### src/rtl/mesi_pkg.sv
package mesi_pkg;
   typedef enum logic [1:0] {
      ST_I = 2'd0,
      ST_S = 2'd1,
      ST_E = 2'd2,
      ST_M = 2'd3
   } line_st_e;

   typedef enum logic [1:0] {
      CMD_RD  = 2'd0,
      CMD_RDX = 2'd1,
      CMD_INV = 2'd2,
      CMD_WB  = 2'd3
   } bus_cmd_e;

   typedef enum logic [2:0] {
      MS_IDLE,
      MS_ARB,
      MS_WB,
      MS_CMD,
      MS_RESP,
      MS_DONE
   } mst_st_e;
endpackage

### src/rtl/mesi_line_array.sv
module mesi_line_array
   import mesi_pkg::*;
#(
   parameter int IDX_W = 2,
   parameter int TAG_W = 6
) (
   input  logic             clk,
   input  logic             rst_n,
   input  logic [IDX_W-1:0] a_idx,
   output line_st_e         a_st,
   output logic [TAG_W-1:0] a_tag,
   input  logic [IDX_W-1:0] b_idx,
   output line_st_e         b_st,
   output logic [TAG_W-1:0] b_tag,
   input  logic             m_we,
   input  logic [IDX_W-1:0] m_idx,
   input  line_st_e         m_st,
   input  logic [TAG_W-1:0] m_tag,
   input  logic             s_we,
   input  logic [IDX_W-1:0] s_idx,
   input  line_st_e         s_st
);
   localparam int SETS = 1 << IDX_W;

   line_st_e         st_q  [SETS];
   logic [TAG_W-1:0] tag_q [SETS];

   always_ff @(posedge clk) begin
      for (int k = 0; k < SETS; k++) begin
         if (!rst_n) begin
            st_q[k]  <= ST_I;
            tag_q[k] <= '0;
         end else begin
            if (s_we && s_idx == k[IDX_W-1:0])
               st_q[k] <= s_st;
            else if (m_we && m_idx == k[IDX_W-1:0])
               st_q[k] <= m_st;
            if (m_we && m_idx == k[IDX_W-1:0])
               tag_q[k] <= m_tag;
         end
      end
   end

   assign a_st  = st_q[a_idx];
   assign a_tag = tag_q[a_idx];
   assign b_st  = st_q[b_idx];
   assign b_tag = tag_q[b_idx];

   // master and snoop never update the same set in one cycle
   p_no_dual_write_r12: assert property (@(posedge clk) disable iff (!rst_n)
      !(m_we && s_we && m_idx == s_idx));
endmodule

### src/rtl/mesi_snoop.sv
module mesi_snoop
   import mesi_pkg::*;
#(
   parameter int ADDR_W = 8,
   parameter int IDX_W  = 2
) (
   input  logic              clk,
   input  logic              rst_n,
   input  logic              snp_valid,
   input  logic [1:0]        snp_cmd,
   input  logic [ADDR_W-1:0] snp_addr,
   output logic [IDX_W-1:0]  l_idx,
   input  line_st_e          l_st,
   input  logic [ADDR_W-IDX_W-1:0] l_tag,
   output logic              s_we,
   output line_st_e          s_st,
   output logic              snp_shared,
   output logic              snp_wb
);
   localparam int TAG_W = ADDR_W - IDX_W;

   logic [TAG_W-1:0] stag;
   logic             hit, shd_d, wb_d;
   bus_cmd_e         cmd;

   always_comb begin
      l_idx = snp_addr[IDX_W-1:0];
      stag  = snp_addr[ADDR_W-1:IDX_W];
      cmd   = bus_cmd_e'(snp_cmd);
      hit   = snp_valid && (l_st != ST_I) && (l_tag == stag);
      s_we  = 1'b0;
      s_st  = l_st;
      shd_d = 1'b0;
      wb_d  = 1'b0;
      if (hit) begin
         unique case (cmd)
            CMD_RD: begin
               s_we  = (l_st != ST_S);
               s_st  = ST_S;
               shd_d = 1'b1;
               wb_d  = (l_st == ST_M);
            end
            CMD_RDX: begin
               s_we = 1'b1;
               s_st = ST_I;
               wb_d = (l_st == ST_M);
            end
            CMD_INV: begin
               if (l_st == ST_S) begin
                  s_we = 1'b1;
                  s_st = ST_I;
               end
            end
            default: ;
         endcase
      end
   end

   always_ff @(posedge clk) begin
      if (!rst_n) begin
         snp_shared <= 1'b0;
         snp_wb     <= 1'b0;
      end else begin
         snp_shared <= shd_d;
         snp_wb     <= wb_d;
      end
   end

   p_shared_after_read_r8: assert property (@(posedge clk) disable iff (!rst_n)
      snp_shared |-> ($past(snp_valid) && $past(snp_cmd) == CMD_RD));
   p_wb_after_snoop_r9: assert property (@(posedge clk) disable iff (!rst_n)
      snp_wb |-> ($past(snp_valid) && ($past(snp_cmd) == CMD_RD || $past(snp_cmd) == CMD_RDX)));
endmodule

### src/rtl/mesi_master.sv
module mesi_master
   import mesi_pkg::*;
#(
   parameter int ADDR_W = 8,
   parameter int IDX_W  = 2
) (
   input  logic              clk,
   input  logic              rst_n,
   input  logic              req_valid,
   input  logic              req_write,
   input  logic [ADDR_W-1:0] req_addr,
   output logic              req_done,
   output logic [IDX_W-1:0]  l_idx,
   input  line_st_e          l_st,
   input  logic [ADDR_W-IDX_W-1:0] l_tag,
   input  logic              snp_conflict,
   output logic              m_we,
   output line_st_e          m_st,
   output logic [ADDR_W-IDX_W-1:0] m_tag,
   output logic              bus_req,
   input  logic              bus_gnt,
   output logic              bus_valid,
   output logic [1:0]        bus_cmd,
   output logic [ADDR_W-1:0] bus_addr,
   input  logic              shared_in
);
   localparam int TAG_W = ADDR_W - IDX_W;

   mst_st_e           fsm_q, fsm_d;
   logic [ADDR_W-1:0] addr_q, vic_q;
   logic              wr_q;
   bus_cmd_e          cmd_q;
   logic              ld_req, ld_dec;
   bus_cmd_e          cmd_d;
   logic              hit, in_idle;
   logic [TAG_W-1:0]  cur_tag;

   assign in_idle = (fsm_q == MS_IDLE);
   assign l_idx   = in_idle ? req_addr[IDX_W-1:0] : addr_q[IDX_W-1:0];
   assign cur_tag = in_idle ? req_addr[ADDR_W-1:IDX_W] : addr_q[ADDR_W-1:IDX_W];
   assign hit     = (l_st != ST_I) && (l_tag == cur_tag);

   always_comb begin
      fsm_d  = fsm_q;
      ld_req = 1'b0;
      ld_dec = 1'b0;
      cmd_d  = cmd_q;
      m_we   = 1'b0;
      m_st   = l_st;
      m_tag  = cur_tag;
      unique case (fsm_q)
         MS_IDLE: begin
            if (req_valid && !snp_conflict) begin
               if (hit && (!req_write || l_st != ST_S)) begin
                  m_we  = req_write && (l_st == ST_E);
                  m_st  = ST_M;
                  fsm_d = MS_DONE;
               end else begin
                  ld_req = 1'b1;
                  fsm_d  = MS_ARB;
               end
            end
         end
         MS_ARB: begin
            if (bus_gnt && !snp_conflict) begin
               ld_dec = 1'b1;
               if (wr_q) cmd_d = hit ? CMD_INV : CMD_RDX;
               else      cmd_d = CMD_RD;
               fsm_d = (!hit && l_st == ST_M) ? MS_WB : MS_CMD;
            end
         end
         MS_WB:  fsm_d = MS_CMD;
         MS_CMD: fsm_d = MS_RESP;
         MS_RESP: begin
            m_we  = 1'b1;
            m_st  = (cmd_q == CMD_RD) ? (shared_in ? ST_S : ST_E) : ST_M;
            fsm_d = MS_DONE;
         end
         MS_DONE: fsm_d = MS_IDLE;
         default: fsm_d = MS_IDLE;
      endcase
   end

   always_ff @(posedge clk) begin
      if (!rst_n) begin
         fsm_q  <= MS_IDLE;
         addr_q <= '0;
         vic_q  <= '0;
         wr_q   <= 1'b0;
         cmd_q  <= CMD_RD;
      end else begin
         fsm_q <= fsm_d;
         if (ld_req) begin
            addr_q <= req_addr;
            wr_q   <= req_write;
         end
         if (ld_dec) begin
            cmd_q <= cmd_d;
            vic_q <= {l_tag, addr_q[IDX_W-1:0]};
         end
      end
   end

   always_comb begin
      req_done  = (fsm_q == MS_DONE);
      bus_req   = (fsm_q == MS_ARB) || (fsm_q == MS_WB) ||
                  (fsm_q == MS_CMD) || (fsm_q == MS_RESP);
      bus_valid = (fsm_q == MS_WB) || (fsm_q == MS_CMD);
      bus_cmd   = (fsm_q == MS_WB) ? CMD_WB : cmd_q;
      bus_addr  = (fsm_q == MS_WB) ? vic_q : addr_q;
   end

   p_wb_then_fill_r7: assert property (@(posedge clk) disable iff (!rst_n)
      (bus_valid && bus_cmd == CMD_WB) |=>
      (bus_valid && (bus_cmd == CMD_RD || bus_cmd == CMD_RDX)));
   p_req_held_r13: assert property (@(posedge clk) disable iff (!rst_n)
      (bus_req && !bus_gnt && !bus_valid) |=> bus_req);
   p_done_pulse_r6: assert property (@(posedge clk) disable iff (!rst_n)
      req_done |=> !req_done);
   p_inv_on_write_r5: assert property (@(posedge clk) disable iff (!rst_n)
      (bus_valid && bus_cmd == CMD_INV) |-> wr_q);
endmodule

### src/rtl/mesi_line_ctrl.sv
module mesi_line_ctrl
   import mesi_pkg::*;
#(
   parameter int ADDR_W = 8,
   parameter int IDX_W  = 2
) (
   input  logic              clk,
   input  logic              rst_n,
   input  logic              req_valid,
   input  logic              req_write,
   input  logic [ADDR_W-1:0] req_addr,
   output logic              req_done,
   output logic              bus_req,
   input  logic              bus_gnt,
   output logic              bus_valid,
   output logic [1:0]        bus_cmd,
   output logic [ADDR_W-1:0] bus_addr,
   input  logic              shared_in,
   input  logic              snp_valid,
   input  logic [1:0]        snp_cmd,
   input  logic [ADDR_W-1:0] snp_addr,
   output logic              snp_shared,
   output logic              snp_wb
);
   localparam int TAG_W = ADDR_W - IDX_W;

   generate
      if (IDX_W < 1 || IDX_W > 10) begin : g_bad_idx
         $error("IDX_W out of range");
      end
      if (TAG_W < 1) begin : g_bad_tag
         $error("ADDR_W must exceed IDX_W");
      end
   endgenerate

   logic [IDX_W-1:0] a_idx, b_idx;
   line_st_e         a_st, b_st, m_st, s_st;
   logic [TAG_W-1:0] a_tag, b_tag, m_tag;
   logic             m_we, s_we, snp_conflict;

   assign snp_conflict = s_we && (b_idx == a_idx);

   mesi_line_array #(.IDX_W(IDX_W), .TAG_W(TAG_W)) u_array (
      .clk(clk), .rst_n(rst_n),
      .a_idx(a_idx), .a_st(a_st), .a_tag(a_tag),
      .b_idx(b_idx), .b_st(b_st), .b_tag(b_tag),
      .m_we(m_we), .m_idx(a_idx), .m_st(m_st), .m_tag(m_tag),
      .s_we(s_we), .s_idx(b_idx), .s_st(s_st)
   );

   mesi_snoop #(.ADDR_W(ADDR_W), .IDX_W(IDX_W)) u_snoop (
      .clk(clk), .rst_n(rst_n),
      .snp_valid(snp_valid), .snp_cmd(snp_cmd), .snp_addr(snp_addr),
      .l_idx(b_idx), .l_st(b_st), .l_tag(b_tag),
      .s_we(s_we), .s_st(s_st),
      .snp_shared(snp_shared), .snp_wb(snp_wb)
   );

   mesi_master #(.ADDR_W(ADDR_W), .IDX_W(IDX_W)) u_master (
      .clk(clk), .rst_n(rst_n),
      .req_valid(req_valid), .req_write(req_write), .req_addr(req_addr),
      .req_done(req_done),
      .l_idx(a_idx), .l_st(a_st), .l_tag(a_tag),
      .snp_conflict(snp_conflict),
      .m_we(m_we), .m_st(m_st), .m_tag(m_tag),
      .bus_req(bus_req), .bus_gnt(bus_gnt), .bus_valid(bus_valid),
      .bus_cmd(bus_cmd), .bus_addr(bus_addr), .shared_in(shared_in)
   );
endmodule

### config.mk
export PLATFORM = sky130hd
export DESIGN_NAME = mesi_line_ctrl
export DESIGN_NICKNAME = d
export VERILOG_FILES = /design/src/rtl/mesi_pkg.sv /design/src/rtl/mesi_line_array.sv /design/src/rtl/mesi_snoop.sv /design/src/rtl/mesi_master.sv /design/src/rtl/mesi_line_ctrl.sv
export SDC_FILE = /design/constraint.sdc
export NUM_CORES = 1
export LEC_CHECK = 0
export ABC_AREA = 1
export BUFFER_PORTS_ARGS = -buffer_cell sky130_fd_sc_hd__buf_2
export CORE_MARGIN = 1.5
export CORE_UTILIZATION = 42
export CTS_BUF_LIST = sky130_fd_sc_hd__clkbuf_4 sky130_fd_sc_hd__clkbuf_8 sky130_fd_sc_hd__clkbuf_16
export DETAILED_ROUTE_END_ITERATION = 10
export PLACE_DENSITY = 0.66
export SYNTH_ARGS = -nofsm -noshare
export SYNTH_HDL_FRONTEND = slang
export SYNTH_SLANG_ARGS = --single-unit
### constraint.sdc
create_clock -name clk -period 3 [get_ports clk]
set_input_delay 0.3 -clock clk [delete_from_list [all_inputs] [get_ports clk]]
set_output_delay 0.3 -clock clk [all_outputs]
set_load 0.01 [all_outputs]
## Word level (Yosys, flattened, before mapping)

Memory sizes are Yosys's and may differ from the RTL's.
Cells that the tools add are included.
Widths: inputs -> output; s select.

- Flip-flop bits (word level): 24
- Memory bits (writable): 32
- Output and inout bits: 15
- Memories: 2

Memories:

| name | words | bits a word | read ports | clocked after Yosys merged registers in | wr ports | RTL line | RTL |
|---|---|---|---|---|---|---|---|
| u_array.tag_q | 4 | 6 | 2 | 0 | 4 | mesi_line_array.sv:26 | `logic [TAG_W-1:0] tag_q [SETS];` |
| u_array.st_q | 4 | 2 | 2 | 0 | 4 | mesi_line_array.sv:25 | `line_st_e st_q [SETS];` |

- Equal/unequal tests: 24
- Multiplexer cells: 80
- Bitwise gates (word level): 12
- Reductions and logical operators: 37

Operators with widths:

| cell | number |
|---|---|
| $mux 1 | 48 |
| $mux 2 | 18 |
| $mux 6 | 5 |
| $logic_and 1x1->1 | 17 |
| $eq 2x2->1 const B | 8 |
| $pmux 3 s5 | 1 |
| $eq 6x6->1 | 2 |
| $or 1x1->1 | 12 |
| $mux 3 | 3 |
| $eq 2x1->1 const B | 4 |
| $logic_not 2->1 | 4 |
| $mux 8 | 1 |
| $eq 3x2->1 const B | 2 |
| $eq 3x3->1 const B | 2 |
| $ne 2x1->1 const B | 3 |
| $pmux 2 s3 | 1 |
| $reduce_and 3->1 | 2 |
| $logic_or 1x1->1 | 5 |
| $pmux 2 s2 | 1 |
| $reduce_and 2->1 | 2 |
| $reduce_bool 2->1 | 2 |
| $eq 3x1->1 const B | 1 |
| $logic_not 1->1 | 3 |
| $logic_not 3->1 | 1 |
| other kinds (5) | 5 |

## Longest topological paths before layout

Gate-level depths: netlist (run 1).
An unclocked memory read counts as a cell.

- Depth after elaboration: 16
- Depth in mapped cells: 20
- Mapped depth without buffers: 19

## Modules after synthesis

Synthesis (run 1) repeated with hierarchy kept, for this count alone.

- Cells, all modules: 512
- Area, all modules: 3,580.9 um^2

By module, submodules not included:

| module | times used | cells each | area an instance (um^2) | sequential area each (um^2) |
|---|---|---|---|---|
| mesi_line_array | 1 | 226 | 1,845.5 | 960.9 |
| mesi_master | 1 | 220 | 1,403.8 | 440.4 |
| mesi_snoop | 1 | 56 | 292.8 | 40.0 |
| mesi_line_ctrl | 1 | 10 | 38.8 | 0.0 |

## Worst setup path after synthesis (run 1)

No wires, ideal clock.

- Path kind: register to register
- Start: register u_master.fsm_q[0]
- End: memory u_array.tag_q[1][0] (enable)
- Setup time: 318 ps
- Arrival time: 2,028 ps
- Data required time: 2,682 ps
- Setup slack: 654 ps
- Cell stages (with the launch flop): 19
- Period minus slack after synthesis: 2,346 ps
- Cell sequence: dfxtp_1 nor2_8 nand2_8 nand2_4 nand2_2 buf_6 nand2_1 nand2_1 nand2_2 nand2_1 nand2_1 nand2_1 nor2_1 nand2_1 nor2_4 nand4_4 nand2_4 nand2_1 nand2_1

RTL lines:

| what | RTL line | RTL |
|---|---|---|
| start: declaration | mesi_master.sv:29 | `mst_st_e fsm_q, fsm_d;` |
| start signal: assignment | mesi_master.sv:92 | `fsm_q <= fsm_d;` |
| end: declaration | mesi_line_array.sv:26 |  |

==> flow_metrics.env, run 1 <==
export IMPL_status="finished clean"
export IMPL_fin_skew_ps=2.70
export IMPL_syn_avg_cell_area_um2=6.83
export IMPL_cts_root_buf="clkbuf_8"
export IMPL_antenna_found_initial=0
export IMPL_port_buffers=39
export IMPL_reg2reg_slack_ps=230
export IMPL_dpl_hpwl_mm=7.50
export IMPL_syn_cell_area_um2=3700
export IMPL_synth_seq_cells=56
export IMPL_peakVddDrop_mv=0.239
export IMPL_critPathCaptureType="flop"
export IMPL_die_area_um2=9380
export IMPL_crit_type="reg2reg"
export IMPL_first_global_vias=3455
export IMPL_die_h_um=96.9
export IMPL_area_growth_syn_to_layout_pct=10.1
export IMPL_critPathSlowestCell="dfxtp_1"
export IMPL_hp_class="in2reg"
export IMPL_fin_util_pct=47.2
export IMPL_yosysUniqueCellTypes=34
export IMPL_grt_max_degree=41
export IMPL_core_um2=8640
export IMPL_syn_num_nets=567
export IMPL_clock_latency_ps=310
export IMPL_worst_endpoint_required_ps=3010
export IMPL_rsz0062_at_grt="no"
export IMPL_max_slew_margin_rel_pct=45.5
export IMPL_ys_async_sr_fraction_pct=0
export IMPL_tns_ps=0
export IMPL_grt_usage_pct=21.8
export IMPL_htreeDepth=2
export IMPL_row_count=34
export IMPL_setup_violations_final=0
export IMPL_drive_gt1_share_pct=14.7
export IMPL_crit_fanout=18
export IMPL_post_drt_wl_per_cell_um=14.0
export IMPL_cts_buffers=5
export IMPL_cts_sinks=56
export IMPL_hold_viol_final=0
export IMPL_grt_pass1_wl_mm=16.7
export IMPL_drc=0
export IMPL_clock_fmax_ghz=0.362
export IMPL_holdPathStages=2
export IMPL_min_period_ps=2770
export IMPL_syn_inst=542
export IMPL_synth_edf_count=32
export IMPL_fin_ws_ps=234
export IMPL_ctsHoldBuffers=0
export IMPL_yosysMostFrequentCell="nand2_1"
export IMPL_finalWeightedCongestion=0.926
export IMPL_ys_seq_area_share_pct=38.9
export IMPL_period_share_pct=92.2
export IMPL_dr_first_iter_drc_count=306
export IMPL_overflow=0
export IMPL_timing_rr_start="u_master.fsm_q[1]"
export IMPL_nets=604
export IMPL_yosysTopAreaCell="edfxtp_1"
export IMPL_final_area_um2=4080
export IMPL_leakage_nw=1.97
export IMPL_wl_mm=9.65
export IMPL_worstHoldStart="snp_cmd[1]"
export IMPL_holdPathEnd="u_snoop.snp_shared"
export IMPL_clk_pin_slew_ps=90
export IMPL_finalMaxSlewViolations=0
export IMPL_cp_buffers_inverters=1
export IMPL_start_util_pct=42.9
export IMPL_max_stage_delay_ps=520
export IMPL_power_density_nw_per_um2=485
export IMPL_ys_flop_type="edfxtp_1"
export IMPL_place_ws_ps=91.5
export IMPL_cts_tree="built"
export IMPL_synthTopCellsByCount="nand2_1 (181), inv_1 (72), nor2_1 (62)"
export IMPL_worstMarginPinSlew_ps=817
export IMPL_dr_pass1_iters=5
export IMPL_crit_top_cell="nand2_1"
export IMPL_arrival_ps=2770
export IMPL_io_pins=40
export IMPL_clockBufferDepth=2
export IMPL_max_cap_violations=0
export IMPL_vias_per_cell=5.06
export IMPL_antennaDiodeCount=0
export IMPL_reg2reg_depth=16
export IMPL_dpl_instance_area_um2=3970
export IMPL_dr_total_vias=3482
export IMPL_yosys_warnings=0
export IMPL_detail_route_antenna_nets=0
export IMPL_synthTopCellsByArea="edfxtp_1 (26%), nand2_1 (18%), dfxtp_1 (13%)"
export IMPL_r2r_end="u_array.tag_q[2][5]"
export IMPL_synth_top_area_share_pct=26.0
export IMPL_start_kind="flop"
export IMPL_path_cells="nor2_8 > nand2_8 > nand2_4 > nand2_2 > nand2_1 > nand2_1 > nand2_1 > nand2_1 > nand2_1 > nand2_1 > nand3_2 > nor2_4 > nand4_4 > a21oi_4 > inv_2 > nand2_1"
export IMPL_crit_family="simple AND/OR/NAND/NOR gates"
export IMPL_die_x_um=96.9
[area by class of cell]
type / count / area [um2]
Multi-Input combinational cell: 390 / 1860
Sequential cell: 56 / 1440
Tap cell: 108 / 135
Clock buffer: 7 / 83.8
Fill cell: 913 / 4560
Inverter: 80 / 300
Timing Repair Buffer: 46 / 248
Clock inverter: 1 / 3.75
[worst max-delay path by stage]
stage,slack (ps),start,end,cells past startpoint
2_1_floorplan,650,u_master.fsm_q[0],u_array.tag_q[1][0],18
3_3_place_gp,210,u_master.fsm_q[0],u_array.tag_q[0][0],15
3_5_place_dp,90,u_master.fsm_q[1],u_array.tag_q[0][2],15
4_1_cts,60,u_master.fsm_q[1],u_array.tag_q[0][3],15
5_1_grt,20,u_master.fsm_q[1],u_array.tag_q[1][2],17
6_report,230,u_master.fsm_q[1],u_array.tag_q[2][5],16
[cell usage in the layout (no fill, tap or decap)]
master / Yosys / layout
nand2_1: 181 / 178
inv_1: 72 / 72
nor2_1: 62 / 62
buf_2: 7 / 39
nand3_1: 38 / 38
edfxtp_1: 32 / 32
o21ai_0: 26 / 26
dfxtp_1: 24 / 24
a21oi_1: 22 / 22
o21ai_1: 11 / 11
nand2_2: 6 / 9
nand4_1: 7 / 7
buf_4: 1 / 7
inv_2: 6 / 6
nor3_1: 6 / 6
nand3_2: 5 / 5
nand3b_1: 5 / 5
clkbuf_8: 0 / 5
o21a_1: 4 / 4
nand2_4: 3 / 3
clkinv_1: 2 / 3
nand2_8: 2 / 2
xor2_1: 2 / 2
clkbuf_4: 0 / 2
nor2_8: 1 / 1
nand3_4: 1 / 1
o21ai_4: 1 / 1
nor2_4: 1 / 1
nand4_4: 1 / 1
a32o_1: 1 / 1
a21oi_4: 1 / 1
nand4_2: 1 / 1
a31oi_1: 1 / 1
a211oi_1: 1 / 1
[layer usage]
layer	vias up	part of all wire [%]	GRT usage, %
li1	1794	-	-
met1	1531	48	30.2
met2	139	44	35.7
met3	18	6.7	3.47
met4	0	1.5	5.35
met5	-	0	0
[registers in the layout, indices dropped and copies added (netlist names)]
signal	flops
u_master.cmd_q	2
u_snoop.snp_shared	1
u_master.addr_q	8
u_master.fsm_q	3
u_array.st_q	8
u_master.vic_q	8
u_snoop.snp_wb	1
u_master.wr_q	1
u_array.tag_q	24
[power by group]
group	internal, mW	switching [mW]
sequential	0.858	0.0368
combinational	0.205	0.456
clock	0.182	0.239
total	1.24	0.732
[kinds of logic (layout without fill, tap and decap cells)]
| family | count (synthesis) | in the layout | synth area share [%] |
|---|---|---|---|
| xor gates and xnor gates | 2 | 2 | 0.473 |
| and+or+nand+nor | 320 | 320 | 39.4 |
| DFF | 56 | 56 | 38.9 |
| buffers and inverters | 96 | 134 | 10.9 |
| AOI/OAI and AO/OA | 68 | 68 | 10.3 |
[per-stage QoR]
stage	hold slack (ps)	power (mW)	cells
global route	193	2.11	688
detailed placement	441	1.56	678
finish	199	1.98	688
floorplan	378	1.40	542
CTS	198	1.97	686
global placement	433	1.55	678
[repair_timing]
action,CTS,global route
setup endpoints to repair,0,41
resized for setup,0,3
buffers inserted,0,2
Note: power is estimated with default switching activity, not from simulation.
==> run 2: changes to the inputs <==
--- a/config.mk
+++ b/config.mk
@@ -14,4 +14,5 @@
 export PLACE_DENSITY = 0.66
 export SYNTH_ARGS = -nofsm -noshare
 export SYNTH_HDL_FRONTEND = slang
+export SYNTH_HIERARCHICAL = 1
 export SYNTH_SLANG_ARGS = --single-unit
==> run 2 against run 1 <==
Against the previous run:
- power grew 21%
- critical path depth up 5
- wire length up 1.0%
- sequential share of layout area decreased by 3.4 points
- non-clock buffer count up 41
- global-route usage down 0.34 points
- sequential power hardly changed
- setup slack got worse by 130 ps
- critical path type unchanged
==> flow_metrics.env, run 2 <==
export IMPL_cts_root_buf="clkbuf_8"
export IMPL_crit_type="reg2reg"
export IMPL_status="finished clean"
export IMPL_final_cell_mix="nand2_1 (73), nor2_1 (71), inv_1 (65), nand3_1 (53), buf_4 (45)"
export IMPL_synthTopCellsByArea="edfxtp_1 (27%), dfxtp_1 (13%), nand2_1 (8.9%)"
export IMPL_dpl_hpwl_mm=7.22
export IMPL_grt_max_degree=34
export IMPL_yosysUniqueCellTypes=35
export IMPL_overflow=0
export IMPL_io_pins=40
export IMPL_period_share_pct=96.4
export IMPL_final_common_cell="nand2_1"
export IMPL_dr_total_vias=3690
export IMPL_ctsHoldBuffers=0
export IMPL_largest_reg_flops=24
export IMPL_fillers=765
export IMPL_area_growth_syn_to_layout_pct=26.2
export IMPL_syn_inst=512
export IMPL_ys_async_sr_fraction_pct=0
export IMPL_syn_cell_area_um2=3580
export IMPL_max_cap_violations=0
export IMPL_dr_pass1_iters=5
export IMPL_crit_fanout=5
export IMPL_arrival_ps=2970
export IMPL_die_x_um=95.3
export IMPL_nets=614
export IMPL_fin_util_pct=55.0
export IMPL_port_buffers=39
export IMPL_post_drt_wl_per_cell_um=14.0
export IMPL_htreeDepth=2
export IMPL_leakage_nw=2.07
export IMPL_setup_violations_final=0
export IMPL_row_count=33
export IMPL_finalMaxSlewViolations=0
export IMPL_power_density_nw_per_um2=528
export IMPL_holdWs_ps=266
export IMPL_die_h_um=95.3
export IMPL_synth_edf_count=32
export IMPL_ys_seq_area_share_pct=40.3
export IMPL_clockBufferDepth=2
export IMPL_die_area_um2=9090
export IMPL_core_um2=8220
export IMPL_hp_class="in2reg"
export IMPL_drive_gt1_share_pct=28.8
export IMPL_start_kind="flop"
export IMPL_yosysMostFrequentCell="nand2_1"
export IMPL_synthTopCellsByCount="nand2_1 (85), nor2_1 (77), inv_1 (69)"
export IMPL_rsz0062_at_grt="yes"
export IMPL_worst_endpoint_required_ps=3080
export IMPL_clk_pin_slew_ps=100
export IMPL_yosysTopAreaCell="edfxtp_1"
export IMPL_syn_num_nets=537
export IMPL_fin_skew_ps=9.57
export IMPL_max_slew_margin_rel_pct=54.2
export IMPL_clock_latency_ps=310
export IMPL_antenna_found_initial=0
export IMPL_synth_seq_cells=56
export IMPL_drc=0
export IMPL_syn_avg_cell_area_um2=6.99
export IMPL_worstMarginPinSlew_ps=687
export IMPL_dr_first_iter_drc_count=240
export IMPL_peakVddDrop_mv=0.333
export IMPL_yosys_warnings=6
export IMPL_detail_route_antenna_nets=0
export IMPL_vias_per_cell=5.31
export IMPL_synth_top_area_share_pct=26.8
export IMPL_start_util_pct=43.6
export IMPL_first_global_vias=3316
export IMPL_cts_tree="built"
export IMPL_cts_sinks=56
export IMPL_wl_mm=9.75
export IMPL_grt_usage_pct=21.5
export IMPL_finalWeightedCongestion=0.889
export IMPL_antennaDiodeCount=0
export IMPL_ys_flop_type="edfxtp_1"
export IMPL_hold_viol_final=0
export IMPL_critPathCaptureType="flop"
export IMPL_grt_pass1_wl_mm=15.2
export IMPL_min_period_ps=2890
export IMPL_clock_fmax_ghz=0.346
export IMPL_cts_buffers=5
export IMPL_regMostFlops="u_array/tag_q"
-- run 2: cell count changes in the layout (fill, tap and decap cells not counted), sizes merged, moves of 5 or more --
cell / delta
a21oi: +13
buf: +40
nand2: -101
nor2: +20
o21ai: +24
o22ai: +5
nand4: -5
nand3: +19
-- run 2: cell type report --
class	instances	area (um2)	share of cell area [%]
inverters	73	294	6.50
clock buffers	5	68.8	1.52
flip-flops and latches	56	1440	31.9
clock inverters	3	21.3	0.471
repair inverters	2	17.5	0.387
repair buffers	87	598	13.2
well taps	105	131	2.91
multi-input cells	364	1950	43.0
-- run 2: path summary, 6_finish.rpt --
| kind | slack (ps) | cells after the start | startpoint | to |
|---|---|---|---|---|
| max | 110 | 21 | u_master/fsm_q[0] | u_array/st_q[2][1] |
| min | 270 | 3 | req_addr[4] | u_master/addr_q[4] |
| max reg2reg | 110 | 21 | u_master/fsm_q[0] | u_array/st_q[2][1] |
| min reg2reg | 490 | 2 | u_master/cmd_q[0] | u_master/cmd_q[0] |
-- run 2: metrics by stage --
step	total power [mW]	setup TNS [ps]	area (um2)	instances	setup WS, ps
after floorplan	1.49	0	3660	512	17.8
after global placement	1.76	-6040	4130	671	-210
after detailed placement	1.77	-8110	4130	671	-229
after CTS	2.21	0	4250	680	5.78
after global routing	2.53	-299	4520	695	-67.9
final	2.38	0	4520	695	108
-- run 2: timing repair --
action	CTS	global route
endpoints found under the setup margin	64	69
cloned	0	3
gates resized for setup	10	49
pin swaps	2	24
setup buffers	1	12
endpoints found under the hold margin	0	0
-- run 2: power by group --
group / switching [mW] / leakage [nW] / internal (mW)
combinational: 0.648 / 1.50 / 0.423
clock: 0.253 / 0.0407 / 0.166
sequential: 0.0322 / 0.528 / 0.864
-- run 2: worst max-delay path, stage by stage (launching register included) --
cell and delay, ps:
dfxtp_2 340, nor2_4 140, nand2_4 90, inv_4 90, nand2_4 60, nand2_8 130
inv_6 50, o21ai_0 240, o22ai_2 130, inv_2 80, buf_4 110, nor2_1 40
nor2_1 100, nand2_2 100, nor2_4 120, nand3_4 90, o21ai_4 230, nand2_2 120
nor2_2 130, nand3_2 80, nor2_2 120, nor2_1 50
-- run 2: cell families after synthesis --
family          synth area share [%]
compound gates                  15.5
flops                           40.3
mux                            0.943
xor+xnor                       0.734
buf+inv                         10.7
simple gates                    31.8
-- run 2: per-layer routing --
layer	global-route usage [%]	wire length, um	part of all wire (%)	vias to the layer above
met5	0	0	0	-
li1	-	-	-	1843
met4	5.47	117	1.2	0
met1	28.6	4360	45	1694
met2	36.1	4630	47	143
met3	3.67	643	6.6	10
